$ cat src/rtl/trace_pkg.sv
package trace_pkg;
  typedef enum logic [1:0] {
    SEL_CTRL  = 2'd0,
    SEL_BASE  = 2'd1,
    SEL_LIMIT = 2'd2,
    SEL_CLEAR = 2'd3
  } trace_sel_e;

  localparam int CTL_ON     = 0;
  localparam int CTL_WRAP   = 1;
  localparam int CTL_DST_EN = 2;
  localparam int CTL_SRC_EN = 3;
  localparam int CTL_ID_LSB = 4;
endpackage

$ cat src/rtl/trace_cfg_regs.sv
module trace_cfg_regs
  import trace_pkg::*;
#(
  parameter int ADDR_W = 32,
  parameter int ID_W   = 12
) (
  input  logic              clk,
  input  logic              rst_n,
  input  logic              cfg_we,
  input  logic [1:0]        cfg_sel,
  input  logic [ADDR_W-1:0] cfg_wdata,
  output logic              on,
  output logic              wrap,
  output logic              dst_en,
  output logic              src_en,
  output logic [ID_W-1:0]   dst_id,
  output logic [ID_W-1:0]   src_id,
  output logic [ADDR_W-1:0] base_q,
  output logic [ADDR_W-1:0] base_next,
  output logic [ADDR_W-1:0] limit_q,
  output logic              reload,
  output logic              clear
);
  localparam int DST_LSB = CTL_ID_LSB;
  localparam int SRC_LSB = CTL_ID_LSB + ID_W;

  logic wr_ctrl, wr_base, wr_limit;

  always_comb begin
    wr_ctrl  = cfg_we && (trace_sel_e'(cfg_sel) == SEL_CTRL);
    wr_base  = cfg_we && (trace_sel_e'(cfg_sel) == SEL_BASE);
    wr_limit = cfg_we && (trace_sel_e'(cfg_sel) == SEL_LIMIT);
    clear    = cfg_we && (trace_sel_e'(cfg_sel) == SEL_CLEAR);
    reload   = wr_ctrl || wr_base || wr_limit;
    base_next = wr_base ? cfg_wdata : base_q;
  end

  always_ff @(posedge clk) begin
    if (!rst_n) begin
      on      <= 1'b0;
      wrap    <= 1'b0;
      dst_en  <= 1'b0;
      src_en  <= 1'b0;
      dst_id  <= '0;
      src_id  <= '0;
      base_q  <= '0;
      limit_q <= '0;
    end else begin
      if (wr_ctrl) begin
        on     <= cfg_wdata[CTL_ON];
        wrap   <= cfg_wdata[CTL_WRAP];
        dst_en <= cfg_wdata[CTL_DST_EN];
        src_en <= cfg_wdata[CTL_SRC_EN];
        dst_id <= cfg_wdata[DST_LSB +: ID_W];
        src_id <= cfg_wdata[SRC_LSB +: ID_W];
      end
      if (wr_base)  base_q  <= cfg_wdata;
      if (wr_limit) limit_q <= cfg_wdata;
    end
  end

  // the enable bit follows the written control word
  assert_ctrl_on_follows_R2: assert property (@(posedge clk) disable iff (!rst_n)
    wr_ctrl |=> (on == $past(cfg_wdata[CTL_ON])));
  // a clear write never touches the window registers
  assert_clear_keeps_base_R10: assert property (@(posedge clk) disable iff (!rst_n)
    clear |=> $stable(base_q) && $stable(limit_q));
endmodule

$ cat src/rtl/trace_filter.sv
module trace_filter #(
  parameter int ID_W = 12
) (
  input  logic            msg_valid,
  input  logic [ID_W-1:0] msg_src,
  input  logic [ID_W-1:0] msg_dst,
  input  logic            on,
  input  logic            dst_en,
  input  logic            src_en,
  input  logic [ID_W-1:0] dst_id,
  input  logic [ID_W-1:0] src_id,
  output logic            hit
);
  function automatic logic id_ok(input logic en, input logic [ID_W-1:0] want,
                                 input logic [ID_W-1:0] got);
    return !en || (want == got);
  endfunction

  logic dst_ok, src_ok;

  always_comb begin
    dst_ok = id_ok(dst_en, dst_id, msg_dst);
    src_ok = id_ok(src_en, src_id, msg_src);
    hit    = msg_valid && on && dst_ok && src_ok;
  end
endmodule

$ cat src/rtl/trace_ptr.sv
module trace_ptr #(
  parameter int ADDR_W    = 32,
  parameter int REC_BYTES = 8
) (
  input  logic              clk,
  input  logic              rst_n,
  input  logic              reload,
  input  logic [ADDR_W-1:0] base_next,
  input  logic [ADDR_W-1:0] base_q,
  input  logic [ADDR_W-1:0] limit_q,
  input  logic              wrap,
  input  logic              commit,
  output logic [ADDR_W-1:0] ptr,
  output logic              stopped,
  output logic              reach
);
  localparam logic [ADDR_W-1:0] STEP = ADDR_W'(REC_BYTES);

  function automatic logic [ADDR_W-1:0] advance(input logic [ADDR_W-1:0] p);
    return p + STEP;
  endfunction

  logic [ADDR_W-1:0] nxt;

  always_comb begin
    nxt   = advance(ptr);
    reach = commit && (nxt >= limit_q);
  end

  always_ff @(posedge clk) begin
    if (!rst_n) begin
      ptr     <= '0;
      stopped <= 1'b0;
    end else if (reload) begin
      ptr     <= base_next;
      stopped <= 1'b0;
    end else if (commit) begin
      if (reach) begin
        if (wrap) ptr <= base_q;
        else      stopped <= 1'b1;
      end else begin
        ptr <= nxt;
      end
    end
  end

  // a configuration write lands the pointer on the new base
  assert_reload_to_base_R7: assert property (@(posedge clk) disable iff (!rst_n)
    reload |=> (ptr == $past(base_next)) && !stopped);
  // wrapping returns to base
  assert_wrap_to_base_R8: assert property (@(posedge clk) disable iff (!rst_n)
    (reach && wrap && !reload) |=> (ptr == $past(base_q)));
  // a stopped window stays stopped until reloaded
  assert_stop_sticks_R9: assert property (@(posedge clk) disable iff (!rst_n)
    (stopped && !reload) |=> stopped);
  // the pointer only moves on reload or accepted write
  assert_ptr_quiet_R11: assert property (@(posedge clk) disable iff (!rst_n)
    (!reload && !commit) |=> $stable(ptr));
endmodule

$ cat src/rtl/trace_drop_ctr.sv
module trace_drop_ctr #(
  parameter int DROP_W = 16
) (
  input  logic              clk,
  input  logic              rst_n,
  input  logic              clear,
  input  logic              bump,
  output logic [DROP_W-1:0] count
);
  localparam logic [DROP_W-1:0] TOP = '1;

  function automatic logic [DROP_W-1:0] sat_inc(input logic [DROP_W-1:0] c);
    return (c == TOP) ? c : c + 1'b1;
  endfunction

  always_ff @(posedge clk) begin
    if (!rst_n)     count <= '0;
    else if (clear) count <= '0;
    else if (bump)  count <= sat_inc(count);
  end

  // saturation holds
  assert_drop_saturates_R11: assert property (@(posedge clk) disable iff (!rst_n)
    (count == TOP && !clear) |=> (count == TOP));
  // clear empties the counter
  assert_drop_cleared_R10: assert property (@(posedge clk) disable iff (!rst_n)
    clear |=> (count == '0));
endmodule

$ cat src/rtl/msg_trace_capture.sv
module msg_trace_capture #(
  parameter int ADDR_W    = 32,
  parameter int ID_W      = 12,
  parameter int PAY_W     = 32,
  parameter int REC_BYTES = 8,
  parameter int DROP_W    = 16
) (
  input  logic                       clk,
  input  logic                       rst_n,
  input  logic                       cfg_we,
  input  logic [1:0]                 cfg_sel,
  input  logic [ADDR_W-1:0]          cfg_wdata,
  input  logic                       msg_valid,
  input  logic [ID_W-1:0]            msg_src,
  input  logic [ID_W-1:0]            msg_dst,
  input  logic [PAY_W-1:0]           msg_payload,
  output logic                       mem_valid,
  output logic [ADDR_W-1:0]          mem_addr,
  output logic [2*ID_W+PAY_W-1:0]    mem_data,
  input  logic                       mem_ready,
  output logic                       limit_hit,
  output logic [DROP_W-1:0]          drop_count
);
  logic              on, wrap, dst_en, src_en;
  logic [ID_W-1:0]   dst_id, src_id;
  logic [ADDR_W-1:0] base_q, base_next, limit_q, ptr;
  logic              reload, clear, hit, stopped, reach;
  logic              cand, commit, dropped;

  trace_cfg_regs #(.ADDR_W(ADDR_W), .ID_W(ID_W)) u_cfg (
    .clk(clk), .rst_n(rst_n), .cfg_we(cfg_we), .cfg_sel(cfg_sel),
    .cfg_wdata(cfg_wdata), .on(on), .wrap(wrap), .dst_en(dst_en),
    .src_en(src_en), .dst_id(dst_id), .src_id(src_id), .base_q(base_q),
    .base_next(base_next), .limit_q(limit_q), .reload(reload), .clear(clear)
  );

  trace_filter #(.ID_W(ID_W)) u_filter (
    .msg_valid(msg_valid), .msg_src(msg_src), .msg_dst(msg_dst), .on(on),
    .dst_en(dst_en), .src_en(src_en), .dst_id(dst_id), .src_id(src_id),
    .hit(hit)
  );

  always_comb begin
    cand    = hit && !cfg_we && !stopped;
    commit  = cand && mem_ready;
    dropped = cand && !mem_ready;
  end

  trace_ptr #(.ADDR_W(ADDR_W), .REC_BYTES(REC_BYTES)) u_ptr (
    .clk(clk), .rst_n(rst_n), .reload(reload), .base_next(base_next),
    .base_q(base_q), .limit_q(limit_q), .wrap(wrap), .commit(commit),
    .ptr(ptr), .stopped(stopped), .reach(reach)
  );

  trace_drop_ctr #(.DROP_W(DROP_W)) u_drop (
    .clk(clk), .rst_n(rst_n), .clear(clear), .bump(dropped), .count(drop_count)
  );

  always_ff @(posedge clk) begin
    if (!rst_n)     limit_hit <= 1'b0;
    else if (reach) limit_hit <= 1'b1;
    else if (clear) limit_hit <= 1'b0;
  end

  assign mem_valid = cand;
  assign mem_addr  = ptr;
  assign mem_data  = {msg_src, msg_dst, msg_payload};

  // nothing is written while capture is off
  assert_quiet_when_off_R2: assert property (@(posedge clk) disable iff (!rst_n)
    !on |-> !mem_valid);
  // destination comparison honoured
  assert_dst_match_R3: assert property (@(posedge clk) disable iff (!rst_n)
    (mem_valid && dst_en) |-> (msg_dst == dst_id));
  // source comparison honoured
  assert_src_match_R4: assert property (@(posedge clk) disable iff (!rst_n)
    (mem_valid && src_en) |-> (msg_src == src_id));
  // no capture during a configuration write
  assert_no_write_on_cfg_R7: assert property (@(posedge clk) disable iff (!rst_n)
    cfg_we |-> !mem_valid);
  // no write once the window has stopped
  assert_no_write_stopped_R9: assert property (@(posedge clk) disable iff (!rst_n)
    stopped |-> !mem_valid);
  // the flag is sticky until cleared
  assert_flag_sticky_R10: assert property (@(posedge clk) disable iff (!rst_n)
    (limit_hit && !clear) |=> limit_hit);
  // reaching the limit raises the flag
  assert_flag_on_reach_R8: assert property (@(posedge clk) disable iff (!rst_n)
    reach |=> limit_hit);
endmodule

$ cat config.mk
export PLATFORM = sky130hd
export DESIGN_NAME = msg_trace_capture
export DESIGN_NICKNAME = d
export VERILOG_FILES = /design/src/rtl/trace_pkg.sv /design/src/rtl/trace_cfg_regs.sv /design/src/rtl/trace_filter.sv /design/src/rtl/trace_ptr.sv /design/src/rtl/trace_drop_ctr.sv /design/src/rtl/msg_trace_capture.sv
export SDC_FILE = /design/constraint.sdc
export NUM_CORES = 1
export LEC_CHECK = 0
export BUFFER_PORTS_ARGS = -buffer_cell sky130_fd_sc_hd__buf_4
export CAP_MARGIN = 20
export CORE_MARGIN = 3
export CORE_UTILIZATION = 35
export CTS_BUF_LIST = sky130_fd_sc_hd__clkbuf_16
export CTS_CLUSTER_SIZE = 25
export DETAILED_ROUTE_END_ITERATION = 6
export GPL_TIMING_DRIVEN = 1
export PLACE_DENSITY = 0.65
export SLEW_MARGIN = 25
export SYNTH_ARGS = -nofsm -noshare
export SYNTH_HDL_FRONTEND = slang
export SYNTH_HIERARCHICAL = 1
export SYNTH_SLANG_ARGS = --single-unit
$ cat constraint.sdc
create_clock -name clk -period 4.2 [get_ports clk]
set_clock_uncertainty 0.1 [all_clocks]
set_input_delay 0.63 -clock clk [delete_from_list [all_inputs] [get_ports clk]]
set_output_delay 0.63 -clock clk [all_outputs]
set_load 0.1 [all_outputs]
# After elaboration in Yosys (flattened, before gate mapping)
# Index checks and enable logic that the tools add are counted.
dict set report word_totals {
  input_bits 95
  ff_bits 142
  output_inout_bits 106
}
dict set report classes {
  n_reduce_logical 29
  n_mux 7
  n_bitwise 3
  addsub 2
  order_cmp 1
  eq_ne 7
}
# operator count
set op_table {}
lappend op_table {{$mux W32} 5}
lappend op_table {{$add A32 B4 Y32 const B} 1}
lappend op_table {{$ge A32 B32 Y1} 1}
lappend op_table {{$eq A12 B12 Y1} 2}
lappend op_table {{$add A16 B1 Y16 const B} 1}
lappend op_table {{$eq A16 B16 Y1 const B} 1}
lappend op_table {{$logic_and A1 B1 Y1} 12}
lappend op_table {{$logic_not A1 Y1} 5}
lappend op_table {{$eq A2 B2 Y1 const B} 2}
lappend op_table {{$logic_or A1 B1 Y1} 4}
lappend op_table {{$reduce_and A2 Y1} 2}
lappend op_table {{$reduce_bool A2 Y1} 2}
lappend op_table {{$reduce_or A2 Y1} 2}
lappend op_table {{$ne A3 B2 Y1 const B} 1}
lappend op_table {{$not A1 Y1} 3}
lappend op_table {{$reduce_and A3 Y1} 1}
lappend op_table {{$eq A2 B1 Y1 const B} 1}
lappend op_table {{$logic_not A2 Y1} 1}
lappend op_table {{$mux W1} 2}

# Logic depth before layout (Yosys ltp)
# Gate-level depths: netlist of run 1.
dict set report depth {
  ltp_word 11
  ltp_mapped 17
}

# Cells and area by module
# The synthesis of run 1 kept the hierarchy.
# module seq_area_each_um2 area_each_um2 instances cells_each
set modules_own_cells {}
lappend modules_own_cells {trace_cfg_regs 1841.8 3925.0 1 373}
lappend modules_own_cells {trace_ptr 660.6 3342.0 1 441}
lappend modules_own_cells {trace_drop_ctr 320.3 840.8 1 96}
lappend modules_own_cells {msg_trace_capture 20.0 480.5 1 62}
lappend modules_own_cells {trace_filter 0.0 279.0 1 36}

# Least setup slack after synthesis of run 1
# OpenSTA, ideal clock, no wires.
dict set report synth_timing {
  kind {register -> register}
  startpoint {register u_ptr.ptr[5]}
  endpoint {register u_ptr.ptr[9]}
  setup_slack_ps -117
  period_less_slack_ps 4317
  t_arrival_ps 4095
  path_stages_with_launch 17
  setup_ps 122
  path_cell_list {dfxtp_1 > nand4_1 > nor3_1 > and2_1 > nand3_1 > xor2_1 > inv_1 > ha_1 > nand4_2 > nor4_2 > nand2_1 > o211a_1 > a31o_2 > buf_6 > buf_6 > o21ai_1 > a31oi_1}
}
dict set report synth_between {
  elab_chain_cells 6
}
# item line_no
set synth_rtl {}
lappend synth_rtl {{from (decl)} trace_ptr.sv:13} ;# output logic [ADDR_W-1:0] ptr,
lappend synth_rtl {{from (signal assigned)} trace_ptr.sv:35} ;# ptr <= base_next;
lappend synth_rtl {{from (signal assigned)} trace_ptr.sv:39} ;# if (wrap) ptr <= base_q;
lappend synth_rtl {{from (signal assigned)} trace_ptr.sv:42} ;# ptr <= nxt;
lappend synth_rtl {{$add A32 B4 Y32 *} trace_ptr.sv:20} ;# return p + STEP;
lappend synth_rtl {{$ge A32 B32 Y1} trace_ptr.sv:27} ;# reach = commit && (nxt >= limit_q);
lappend synth_rtl {{$logic_and A1 B1 Y1} trace_ptr.sv:27}
lappend synth_rtl {{$mux W32} trace_ptr.sv:38} ;# if (reach) begin
lappend synth_rtl {{$mux W32} trace_ptr.sv:37} ;# end else if (commit) begin
lappend synth_rtl {{$mux W32} trace_ptr.sv:34} ;# end else if (reload) begin
# Every way passes the cells marked *; elsewhere a longest branch is shown, timed or not. The select of a mux whose other input is x is not followed.
# A chain may end at the register's enable or synchronous reset.

# Worst setup path after layout of run 1
dict set report layout_timing {
  startpoint {register u_ptr.ptr[15]}
  endpoint {register u_ptr.ptr[7]}
}
dict set report layout_between {
  elab_chain_cells 6
}
# item line_no
set layout_rtl {}
lappend layout_rtl {{$add A32 B4 Y32 *} trace_ptr.sv:20}
lappend layout_rtl {{$ge A32 B32 Y1 *} trace_ptr.sv:27}
lappend layout_rtl {{$logic_and A1 B1 Y1 *} trace_ptr.sv:27}
lappend layout_rtl {{net reach} msg_trace_capture.sv:27} ;# logic reload, clear, hit, stopped, reach;
lappend layout_rtl {{$mux W32} trace_ptr.sv:38}
lappend layout_rtl {{$mux W32} trace_ptr.sv:37}
lappend layout_rtl {{$mux W32} trace_ptr.sv:34}
# The timed path passes the listed nets; every way through them passes the cells marked *. The select of a mux whose other input is x is not followed.

==> summary by stage, run 1 <==
Run status
The flow ran to the end, and the final reports show no timing, DRC or antenna violations.

Routing
The starting DRC count in detailed routing is ~540. The routed layout has 7162 vias. After detailed routing, the number of remaining DRC violations is 0. After detailed routing, the average wire length per cell comes to between 15 and 20 um.

The number of nets with antenna violations after routing is 0. The routed via count divided by cell count is 5.09. The count of TritonRoute iterations in the first routing pass is 5.

The routed design has 22800 um of wire.

Power
The power density normalized to cell area is approximately 370 nW/um2. The sequential share of power is 38.6%. The net load switching power is 1.23 mW. In this run the static leakage power is 4.44 nW. The clock group share of total power is 40.4%.

The maximum vdd ir drop is 0.000283 V. The internal power is 2.54 mW. The proportion of power drawn by combinational gates is 21.0%. The fraction of power spent switching nets is roughly a third. The post-route total power is between 3 and 4 mW.

Layout
Compared with the post-synthesis result, the final layout area differs by 16.6%. The most frequent standard cell in the layout excluding fill and tap cells is sky130_fd_sc_hd__nand2_1. At the end of the flow, the number of nets in the layout was 1201. After filler insertion, the fill cell instance count of the layout stands at 2424. The post-layout instance area is 10300 um2. The finished layout holds roughly 1400 standard cells, fillers aside. The final antenna diode count is 0. The post-route netlist has 23.8% of its cells at a drive strength greater than 1. The top cell types in the final layout, fill and taps aside, are sky130_fd_sc_hd__nand2_1 (198), sky130_fd_sc_hd__buf_4 (152), sky130_fd_sc_hd__dfxtp_1 (133).

STA
Setup repair after global routing left no endpoint under its margin. The fraction of the cycle the final worst path needs is between 90 and 100%. For this run, the top clock speed supported by timing is 258 MHz. Across all hold checks on the routed design, the worst slack comes to 0.361 ns.

Setup violations remaining at the end of the flow were counted as 0. At the pin with the least slew margin, the transition time is 0.820 ns. The count of pins over their slew limit is 0.

In this run the tightest slew margin relative to its limit is 45.3%. After layout, the minimum clock period comes to 3.88 ns. The count of endpoints failing hold in the final timing report came to 0. The total negative slack for setup checks is 0 ns.

Clock network
The buffer depth of the longest clock path is 2. The H-tree was split into 4 levels. The CTS sink count is 142. The clock latency on the worst-skew pair is ~0.43 ns. The root buffer cell is sky130_fd_sc_hd__clkbuf_16. TritonCTS built the clock tree.

The hold buffer count at CTS is 0. The total CTS buffers is 17. The clock edge transition at the registers on the reported setup and hold paths is 0.06 ns.

Setup path
STA classifies the critical path startpoint as a flop. Along the worst path, the maximum fanout reaches 24. The setup path with the least slack is of type reg2reg. The kind of end point of the critical path is a flop.

STA puts the critical path data required time at 4.47 ns. The critical path contains buffers and inverters numbering 2 combined. Walking the worst path, the cells encountered are and4_1 -> and3_1 -> and2_1 -> nand2_1 -> xor2_1 -> inv_1 -> ha_1 -> nand4_1 -> nor4_4 -> nand2_1 -> o211a_1 -> a21boi_4 -> buf_6 -> mux2i_1 -> o221a_1. Data on the critical path arrives at its endpoint at just over 4 ns.

The cell class contributing the biggest share of worst-path delay is simple AND/OR/NAND/NOR gates. By instance count, the cell type seen most on the critical path is sky130_fd_sc_hd__nand2_1. On the critical path, the stage with the largest delay is an instance of sky130_fd_sc_hd__dfxtp_1. The maximum cell stage delay along the critical path is 0.42 ns.

Synth
After synthesis, flip-flops and latches occupy between 30% and 40% of the total area. The cell taking the most area after synthesis is sky130_fd_sc_hd__dfxtp_1. In the synthesized netlist, the number of instances is approximately 1000. Of all flip-flops after synthesis, the portion carrying an async set or reset was 0%. The number of nets handed over by synthesis was ~1100. The average footprint of a synthesized cell is 8.80 um2.

The number of different library cells used by synthesis comes to 70. The number of warnings printed during yosys synthesis is 6. Synthesis inferred 142 register bits. The netlist area before placement is 8870 um2. In the synthesized netlist the dominant register cell turns out to be sky130_fd_sc_hd__dfxtp_1. Of the post-synthesis cell area, the dominant cell type holds 32.1%. In this run, synthesis inferred 0 flip-flops with an integrated enable.

Yosys attributes the largest share of cell area to sky130_fd_sc_hd__dfxtp_1 (32%), sky130_fd_sc_hd__mux2i_1 (12%), sky130_fd_sc_hd__nand2_1 (8.4%).

GRT
The first global-routing pass estimated 36200 um of wire. The initial antenna violation count is 0. Summed over all layers, the global routing overflow is 0. The number of global-route vias before repair is ~6900. Across every metal layer, demand over resource in global routing totals ~17%. Entering global routing, the biggest net connects 84 pins.

Placement
The number of placed instances, taps included is 1375. The placed instances occupy a cell area of 9710 um2. The estimated wirelength of the detail-placed design is 16500 um. In this run the tool buffered the top-level ports with 136 buffer cells.

Routability-driven placement finished with a final weighted congestion of approximately 0.85.

Die
The core region is 24600 um2. The number of placed I/O pins is 201. The chip height is 165 um. The die width is 165 um. The number of core rows is 57. The die covers approximately 27000 um2. Once the floorplan was initialized, standard cells occupied between 30 and 40% of the core.

Worst hold path
The worst hold path class is reg2reg.

Job
Across the run, the number of max-cap violations was 0.
[power groups by stage]
stage	clock, mW	sequential (mW)	combinational [mW]
floorplan	0	1.63	0.592
global placement	0	1.49	0.782
detailed placement	0	1.49	0.788
CTS	1.55	1.46	0.792
global route	1.60	1.47	0.851
finish	1.52	1.46	0.794
[path summary, 6_finish.rpt]
kind,slack [ns],depth (start not counted),to,from
worst max-delay path,0.32,15,u_ptr/ptr[7],u_ptr/ptr[15]
worst min-delay path,0.36,2,u_cfg/limit_q[23],u_cfg/limit_q[23]
worst max register to register,0.32,15,u_ptr/ptr[7],u_ptr/ptr[15]
worst min register to register,0.36,2,u_cfg/limit_q[23],u_cfg/limit_q[23]
[logic make-up (layout without fill, tap and decap cells)]
logic type,Yosys count,after routing,share of synthesized area (%)
flops,142,142,32.1
fa+ha+maj,35,35,4.94
compound gates,131,131,10.5
xor+xnor,52,52,5.14
buf+inv,155,231,10.5
simple gates,356,356,19.7
mux,137,137,17.1
[worst reg2reg max path: cells and delay by family (launching register included)]
kind                       cells  cell delay, ns
buffers and inverters          2            0.31
DFF                            1            0.42
muxes                          1            0.26
and+or+nand+nor                7            1.58
adders and majority gates      1            0.32
AOI/OAI and AO/OA              3            0.65
xor gates and xnor gates       1            0.19
[per-stage QoR]
step	utilization [%]	setup slack, ns
after floorplan	-	0.00921
after global placement	39.5	0.220
after detailed placement	39.5	0.114
after CTS	41.9	0.0740
after global routing	42.0	0.0170
final	42.0	0.318
[Yosys cell counts (17+ instances only)]
cell	instances
sky130_fd_sc_hd__a21oi_1	39
sky130_fd_sc_hd__clkbuf_1	21
sky130_fd_sc_hd__mux2i_1	103
sky130_fd_sc_hd__nand3_1	41
sky130_fd_sc_hd__xor2_1	24
sky130_fd_sc_hd__nand2_1	198
sky130_fd_sc_hd__inv_1	43
sky130_fd_sc_hd__o21ai_0	18
sky130_fd_sc_hd__a31oi_1	17
sky130_fd_sc_hd__mux2_4	28
sky130_fd_sc_hd__nor2_1	17
sky130_fd_sc_hd__dfxtp_1	142
sky130_fd_sc_hd__ha_1	35
sky130_fd_sc_hd__buf_4	65
sky130_fd_sc_hd__xnor2_1	28
[routing by layer]
layer,part of all wire (%),global-route usage (%)
met4,1.7,5.30
met2,46,26.7
met1,47,22.0
met5,0,0
met3,6.0,4.39
[state kept, by name, summed over array words and instances (netlist names)]
name           flops
limit_hit          1
u_cfg/base_q      32
u_cfg/dst_en       1
u_cfg/dst_id      12
u_cfg/limit_q     32
u_cfg/on           1
u_cfg/src_en       1
u_cfg/src_id      12
u_cfg/wrap         1
u_drop/count      16
u_ptr/ptr         32
u_ptr/stopped      1
[what timing repair did]
| action | 4_1_cts | 5_1_grt |
|---|---|---|
| setup endpoints to repair | 0 | 33 |
| gates resized for setup | 0 | 4 |
| setup buffers | 0 | 1 |
[layout make-up]
class | instances | area [um2] | area share [%]
inverters | 44 | 165 | 1.60
well taps | 324 | 405 | 3.92
repair buffers | 155 | 1190 | 11.5
flip-flops and latches | 142 | 2850 | 27.6
clock buffers | 17 | 425 | 4.11
clock inverters | 15 | 158 | 1.52
multi-input cells | 711 | 5140 | 49.7
No activity file was read; power rests on OpenSTA's default activity.
==> inputs of run 2 (changes only) <==
- CELL_PAD_IN_SITES_DETAIL_PLACEMENT: default -> 1
- CELL_PAD_IN_SITES_GLOBAL_PLACEMENT: default -> 1
- CORE_UTILIZATION: 35 -> 41
- PLACE_DENSITY: 0.65 -> 0.9
==> run 2 against run 1 <==
  * Sequential cell count unchanged
  * Sequential share of layout area hardly changed
  * Highest routed layer unchanged
  * Maximum frequency shrank 3.7%
  * Largest power group unchanged
==> summary by stage, run 2 (synthesized netlist as in run 1, its figures left out) <==
Run status
The flow ran to the end, and the final reports show no timing, DRC or antenna violations.

Job
Max-cap violations in this run came to 0.

Routing
The starting DRC count in detailed routing is 434. The detail route stage leaves a number of antenna-violating nets equal to 0. The first detailed-routing pass ran for 5 iterations. The routed layout has 7671 vias. The routed wire length per instance is around 20 um. After detailed routing, the total wire length is 27500 um. For this run, design rule violations remaining after detail routing come to 0. The routed via count divided by cell count is around 5.6.

STA
The transition time at the pin with the least slew margin is about 0.88 ns. Counting I/O delays and the setup requirement, the final critical path takes 4.03 ns. For the final routed database, the setup TNS stands at 0 ns. The worst path setup slack after routing is 0.170 ns. The number of setup violations in the final report is 0. The count of pins over their slew limit is 0. The final hold slack is 0.366 ns. The count of endpoints failing hold in the final timing report is 0. The worst slew margin relative to its limit is 41.0%. The fraction of the cycle the final worst path needs is 95.9%.

The upper clock frequency limit is 248 MHz.

GRT
The initial antenna violation count is 0. For this run, global-route usage on met1 was measured as 28.2%. Summed over all layers, the global routing overflow is 0. The combined global-route utilization of all metal layers is 22.8%.

The met2 layer usage reported by global route is 38.6%. The first-pass GRT wire length is 43300 um. The number of global-route vias before repair is 8032. The global routing usage on met3 is 4.02%. After global routing, the most crowded layer is met2. The maximum number of pins on one net before global-route repair is 90.

Clock network
Counting every sink on the clock net gives around 140. TritonCTS built the clock tree. The hold buffer count at CTS is 0. The root buffer cell chosen for the clock tree is sky130_fd_sc_hd__clkbuf_16.

The clock passes through at most 2 buffers. The clock edge transition at the registers on the reported setup and hold paths is 0.06 ns. The maximum level of the CTS H-tree is 4.

The clock latency on the worst-skew pair is 0.44 ns. The total CTS buffers is 17.

Setup path
The critical path in this run is classified as reg2reg. The critical path launch point type is a flop. For the worst setup path, the data required time is 4.41 ns. The slowest library cell on the worst path is sky130_fd_sc_hd__dfxtp_1.

The number of buffers and inverters on the critical path is 3. The depth of the critical timing path with buffers and inverters included is 15. The critical path launch point is u_ptr/ptr[16]. The critical register-to-register path endpoint is u_ptr/ptr[27]. The data arrival at the endpoint of the critical path is 4.24 ns. The kind of end point of the critical path is a flop. The critical path goes through and4_2 -> and3_1 -> and2_1 -> nand2_1 -> xor2_1 -> inv_1 -> ha_1 -> nand4_1 -> nor4_4 -> buf_4 -> o311ai_4 -> a31o_4 -> buf_4 -> o21ai_0 -> a31oi_1. The largest single stage delay on the critical path is roughly 0.45 ns. Counting stages on the worst path, the most repeated cell is sky130_fd_sc_hd__buf_4. The number of cells on the worst reg-to-reg path is 15.

The most critical setup path has its endpoint at u_ptr/ptr[27]. The maximum fanout encountered on the critical timing path is 14. The startpoint identified for the worst register-to-register timing path is u_ptr/ptr[16]. On the critical path the largest part of the delay comes from simple AND/OR/NAND/NOR gates. Setup slack on the worst reg-to-reg path comes out at 0.17 ns.

Die
The die is 153 um tall. The effective utilization at floorplan is a little over two fifths. The floorplan step defined a die boundary enclosing 23400 um2. Pin placement for this block handled ~200 I/O pins. In this run the horizontal extent of the chip is 153 um. The total area inside the core boundary comes to 21200 um2. The floorplan has 53 rows.

Placement
The placer's final routability congestion estimate is 0.859. The estimated wirelength of the detail-placed design is 19300 um. The post-placement worst setup slack is 0.0409 ns. Input and output buffers added on the ports amount to 136.

Layout
Leaving out fill and tap cells, the most frequent cell in the layout is sky130_fd_sc_hd__nand2_1. The synthesis-to-finish area growth is 16.8%. The post-route netlist has a little under a quarter of its cells at a drive strength greater than 1. The top cell types in the final layout, fill and taps aside, are sky130_fd_sc_hd__nand2_1 (198), sky130_fd_sc_hd__buf_4 (151), sky130_fd_sc_hd__dfxtp_1 (133). The largest registers in the layout are u_cfg/base_q (32), u_cfg/limit_q (32), u_ptr/ptr (32). The layout has 2466 filler cells. For this run, the post-layout net count is approximately 1200. The final antenna diode count is 0.

Power
Power spread over the standard cell area amounts to 378 nW/um2. The cell leakage power is 4.49 nW. The post-route total power is 3.91 mW. The maximum vdd ir drop is 0.000220 V.

Worst hold path
The worst hold path belongs to the class reg2reg.
==> run 2: repair_timing <==
action,4_1_cts,5_1_grt
endpoints found under the setup margin,14,32
pin swaps,0,3
resized for setup,1,6
setup buffers,0,2
==> run 2: cell type report <==
class,instances,area [um2],share of cell area (%)
clock buffers,17,425,4.11
clock inverters,14,191,1.85
inverters,44,165,1.59
multi-input cells,711,5150,49.8
flip-flops and latches,142,2850,27.5
well taps,275,344,3.32
repair buffers,156,1220,11.8
==> run 2: stage by stage <==
stage                     utilization, %  area (um2)  cells
final                               49.0       10400   1359
after global routing                49.0       10400   1359
after CTS                           48.7       10300   1357
after detailed placement            45.8        9680   1326
after global placement              45.8        9680   1326
after floorplan                        -        8880   1008
==> run 2: power by group <==
part / switching [mW] / internal [mW] / leakage, nW / total (mW)
Clock: 0.625 / 0.993 / 0.299 / 1.62
Combinational: 0.568 / 0.266 / 3.03 / 0.835
Sequential: 0.0604 / 1.40 / 1.16 / 1.46
==> run 2: worst min path at each step <==
stage | to | slack (ns) | cells past startpoint | startpoint
finish | u_cfg/limit_q[1] | 0.37 | 2 | u_cfg/limit_q[1]
global route | u_cfg/limit_q[28] | 0.38 | 2 | u_cfg/limit_q[28]
detailed placement | u_cfg/limit_q[4] | 0.36 | 2 | u_cfg/limit_q[4]
global placement | u_cfg/limit_q[1] | 0.35 | 2 | u_cfg/limit_q[1]
floorplan | u_cfg/src_en | 0.33 | 2 | u_cfg/src_en
CTS | u_cfg/limit_q[4] | 0.37 | 2 | u_cfg/limit_q[4]
==> run 2: tightest hold or removal path, stage by stage (launching register included) <==
cell and delay, ns:
sky130_fd_sc_hd__dfxtp_1 0.31, sky130_fd_sc_hd__nand2_1 0.05, sky130_fd_sc_hd__mux2i_1 0.06
==> run 2: metal layers <==
layer	share of wire [%]	wire, um	vias to the layer above
met1	42	11600	3735
met2	49	13500	296
met5	0	0	-
li1	-	-	3570
met3	5.2	1430	70
met4	3.7	1020	0
==> inputs of run 3 (changes only) <==
- CORE_UTILIZATION: 41 -> 39
- PLACE_DENSITY: 0.9 -> 0.89
- SYNTH_HIERARCHICAL: 1 -> default
==> run 3 against run 2 <==
  * Worst setup slack lost 0.026 ns
  * Sequential power hardly changed
  * Total power down 5.7%
  * Final area decreased by 5.7%
  * Clock power down 12%
  * Die area is 1.7% lower
  * Maximum frequency decreased by 0.63%
  * Hold slack lost 0.012 ns
  * Area after synthesis fell by 6.5%
  * Utilization fell by 1.5 points
  * Wire length up 4.0%
  * Via count up 2.0%
  * Critical endpoint is now u_ptr.ptr[9]
  * Largest cell class unchanged
==> summary by stage, run 3 <==
Run status
The run finished with clean final reports.

GRT
For this run, global-route usage on met1 was measured as 32.0%. The number of global-route vias before repair is 8277. Across every metal layer, demand over resource in global routing totals 25.0%. The initial antenna violation count is 0.

The first-pass GRT wire length is 44600 um. The met2 layer usage reported by global route is 41.4%. Entering global routing, the biggest net connects 34 pins. The global routing usage on met3 is 5.29%. After global routing, the most crowded layer is met2. Summed over all layers, the global routing overflow is 0.

Placement
The placer's final routability congestion estimate is approximately 1. Summing all placed instances gives a cell area of 9160 um2. Port buffering added about 140 buffers. The estimated wirelength of the detail-placed design is roughly 21000 um.

Synth
The cell count after synthesis is 1062. In this run the biggest area consumer among cell types represents about a third of the synthesized area. Sorting the synthesized cells by area gives the leading types as sky130_fd_sc_hd__dfxtp_1 (34%), sky130_fd_sc_hd__nand2_1 (9.5%), sky130_fd_sc_hd__a21oi_1 (5.6%). Counting instances in the post-synthesis netlist gives the leading cell types as sky130_fd_sc_hd__nand2_1 (209), sky130_fd_sc_hd__dfxtp_1 (142), sky130_fd_sc_hd__a21oi_1 (93), sky130_fd_sc_hd__nor2_1 (74), sky130_fd_sc_hd__buf_4 (58). The average footprint of a synthesized cell is approximately 7.8 um2.

The share of the yosys chip area belonging to registers is 34.3%. The netlist area before placement is 8290 um2. The number of synthesized flops with an enable pin is 0. Counting flops with an async set or reset pin after synthesis yields a share of 0%. The cell taking the most area after synthesis is sky130_fd_sc_hd__dfxtp_1. The most used flip-flop cell after synthesis is sky130_fd_sc_hd__dfxtp_1.

The number of distinct standard cells referenced by the synthesized netlist is 63. The number of synthesized register bits is 142. The number of nets handed over by synthesis was 1192. The number of warnings printed during yosys synthesis is 0. The most instantiated library cell after synthesis is sky130_fd_sc_hd__nand2_1.

Clock network
The tree built by TritonCTS fans out to 142 sinks. The later pin in the worst-skew pair is clocked with a latency of between 0.4 and 0.5 ns. Once the clock tree was built, the setup fixing pass inserted 0 buffers. The number of gates resized after CTS was 0. The clock edge transition at the registers on the reported setup and hold paths is 0.06 ns. Counting the buffers created by CTS gives 17. No sink is reached through more buffers than the 2 on the longest clock path.

The H-tree generated during clock tree synthesis spans 4 levels. Clock tree synthesis selected as its root buffer the cell sky130_fd_sc_hd__clkbuf_16. The TritonCTS clock tree is yes.

For this design, the CTS-stage hold fixing added 0 buffers.

Layout
In the final layout, the registers with the most flip-flops are u_cfg.base_q (32), u_cfg.limit_q (32), u_ptr.ptr (32). The post-layout instance area is 9770 um2. The register area is 2860 um2.

In the layout the commonest cells are sky130_fd_sc_hd__nand2_1 (209), sky130_fd_sc_hd__buf_4 (159), sky130_fd_sc_hd__dfxtp_1 (125). The most frequent standard cell in the layout excluding fill and tap cells is sky130_fd_sc_hd__nand2_1. Relative to the synthesized area, the layout overhead comes to 17.8%. Cells fill between 40% and 50% of the core in the end.

The final antenna diode count is 0. The multi-input combinational cells in the finished layout cover a total of 4620 um2. Cells with a size suffix above 1 make up 20.2% of the layout. Fill cells in the final layout number 2541. For this run, the post-layout net count is 1252.

Setup path
In this run the critical register-to-register path is captured at u_ptr.ptr[9]. The signal on the critical path passes through nand4_1 -> or4_1 -> nor2_1 -> and4_1 -> xor2_1 -> ha_1 -> a211oi_2 -> a41o_1 -> a21oi_2 -> buf_4 -> or3_1 -> a32o_1. The category of the most critical setup path is reg2reg.

The setup check on the worst reg-to-reg path leaves a slack of between 0.1 and 0.15 ns. The slowest library cell on the worst path is sky130_fd_sc_hd__or4_1. The number of cells on the worst reg-to-reg path is 12. The maximum cell stage delay along the critical path is 0.59 ns. The critical path starts at u_ptr.ptr[15]. In this run the worst path has a maximum fanout of 11.

The kind of end point of the critical path is a flop. The startpoint of the most critical register-to-register path is u_ptr.ptr[15]. The buffering stage count on the worst path with inverters included is 1. The data arrival at the endpoint of the critical path is ~4.3 ns. The critical path launch point type is a flop. The cell class contributing the biggest share of worst-path delay is simple AND/OR/NAND/NOR gates. The endpoint required time on the critical path is 4.42 ns.

Power
VDD sags by at most 0.000275 V. The post-route total power is between 3 and 4 mW. The power density normalized to cell area is between 300 and 400 nW/um2. Summed over all cells, the static leakage comes to roughly 4 nW.

Routing
The starting DRC count in detailed routing is 476. The routed via count divided by cell count is about 5.6. The routed wire length per instance is 20.4 um.

The count of nets left with antenna violations once routing finished came out at 0. The via count of the routed design is 7827. Wires add up to 28600 um. The first detailed-routing pass ran for 5 iterations. For this run, design rule violations remaining after detail routing come to 0.

Worst hold path
The worst hold path cell count is 2. The path with the worst hold slack has its endpoint at u_cfg.limit_q[27]. The startpoint of the most critical hold path is u_cfg.limit_q[27]. The worst hold path class is reg2reg.

STA
The worst slew margin relative to its limit is 30.5%. The count of pins over their slew limit is 0. Setup violations remaining at the end of the flow were counted as 0. The count of endpoints failing hold in the final timing report was 0. The fraction of the cycle the final worst path needs is between 90% and 100%. The upper clock frequency limit is 247 MHz. The time the worst path needs with I/O delays and setup is about 4 ns.

At the pin with the least slew margin, the transition time is 1.04 ns.

Die
For this configuration, the core starts out at a cell density of around two fifths. In this run the vertical extent of the chip is 152 um. The number of core rows is 52. The die is ~150 um wide. The floorplan step defined a die boundary enclosing 23000 um2. The number of placed I/O pins is between 200 and 250. The placeable core region is 20600 um2.

Job
Max-cap violations in this run came to 0.
==> run 3: cell count changes in the layout (fill, tap and decap cells not counted), sizes merged, moves of 16 or more <==
cell,change
a21oi,+56
a31oi,-17
mux2,-33
mux2i,-76
nor2,+58
nor3,+16
xnor2,+20
==> run 3: worst max-delay path by stage <==
stage	slack [ns]	cells past startpoint	to
after global placement	0.27	14	u_ptr.ptr[20]
final	0.14	12	u_ptr.ptr[9]
after global routing	-0.04	12	u_ptr.ptr[5]
after detailed placement	0.11	14	u_ptr.ptr[20]
after floorplan	0.006	13	u_ptr.ptr[0]
after CTS	0.05	14	u_ptr.ptr[20]
==> run 3: cell type report <==
type                            count  area share (%)
Clock buffer                       17            4.36
Clock inverter                     14            1.23
Inverter                           55            2.13
Multi-Input combinational cell    747            47.3
Sequential cell                   142            29.3
Tap cell                          270            3.46
Timing Repair Buffer              159            12.2
==> run 3: tightest hold or removal path: stages (launching register included) <==
cell	delay (ns)
sky130_fd_sc_hd__dfxtp_1	0.31
sky130_fd_sc_hd__nand2_1	0.05
sky130_fd_sc_hd__a21oi_1	0.05
==> run 3: cell families after synthesis <==
kind of cell	Yosys count	synth area share, %
mux	28	3.40
flops	142	34.3
compound gates	202	16.4
fa+ha+maj	35	5.28
simple gates	417	22.9
xor+xnor	65	6.87
buf+inv	173	10.8
==> run 3: per-layer routing <==
| metal | vias up | wire length (um) |
|---|---|---|
| met3 | 64 | 1860 |
| met2 | 281 | 13600 |
| met5 | - | 0 |
| li1 | 3677 | - |
| met4 | 0 | 763 |
| met1 | 3805 | 12400 |
==> run 3: metrics by stage <==
step / hold slack, ns / cells / setup TNS [ns] / setup WS, ns
finish: 0.353 / 1404 / 0 / 0.145
global route: 0.367 / 1404 / -0.119 / -0.0356
CTS: 0.354 / 1404 / 0 / 0.0543
detailed placement: 0.348 / 1373 / 0 / 0.113
global placement: 0.343 / 1373 / 0 / 0.269
floorplan: 0.336 / 1062 / 0 / 0.00589
==> run 3: power by group <==
part / leakage [nW] / internal (mW) / switching, mW
clock: 0.264 / 0.810 / 0.624
combinational: 2.58 / 0.241 / 0.581
sequential: 1.16 / 1.39 / 0.0409
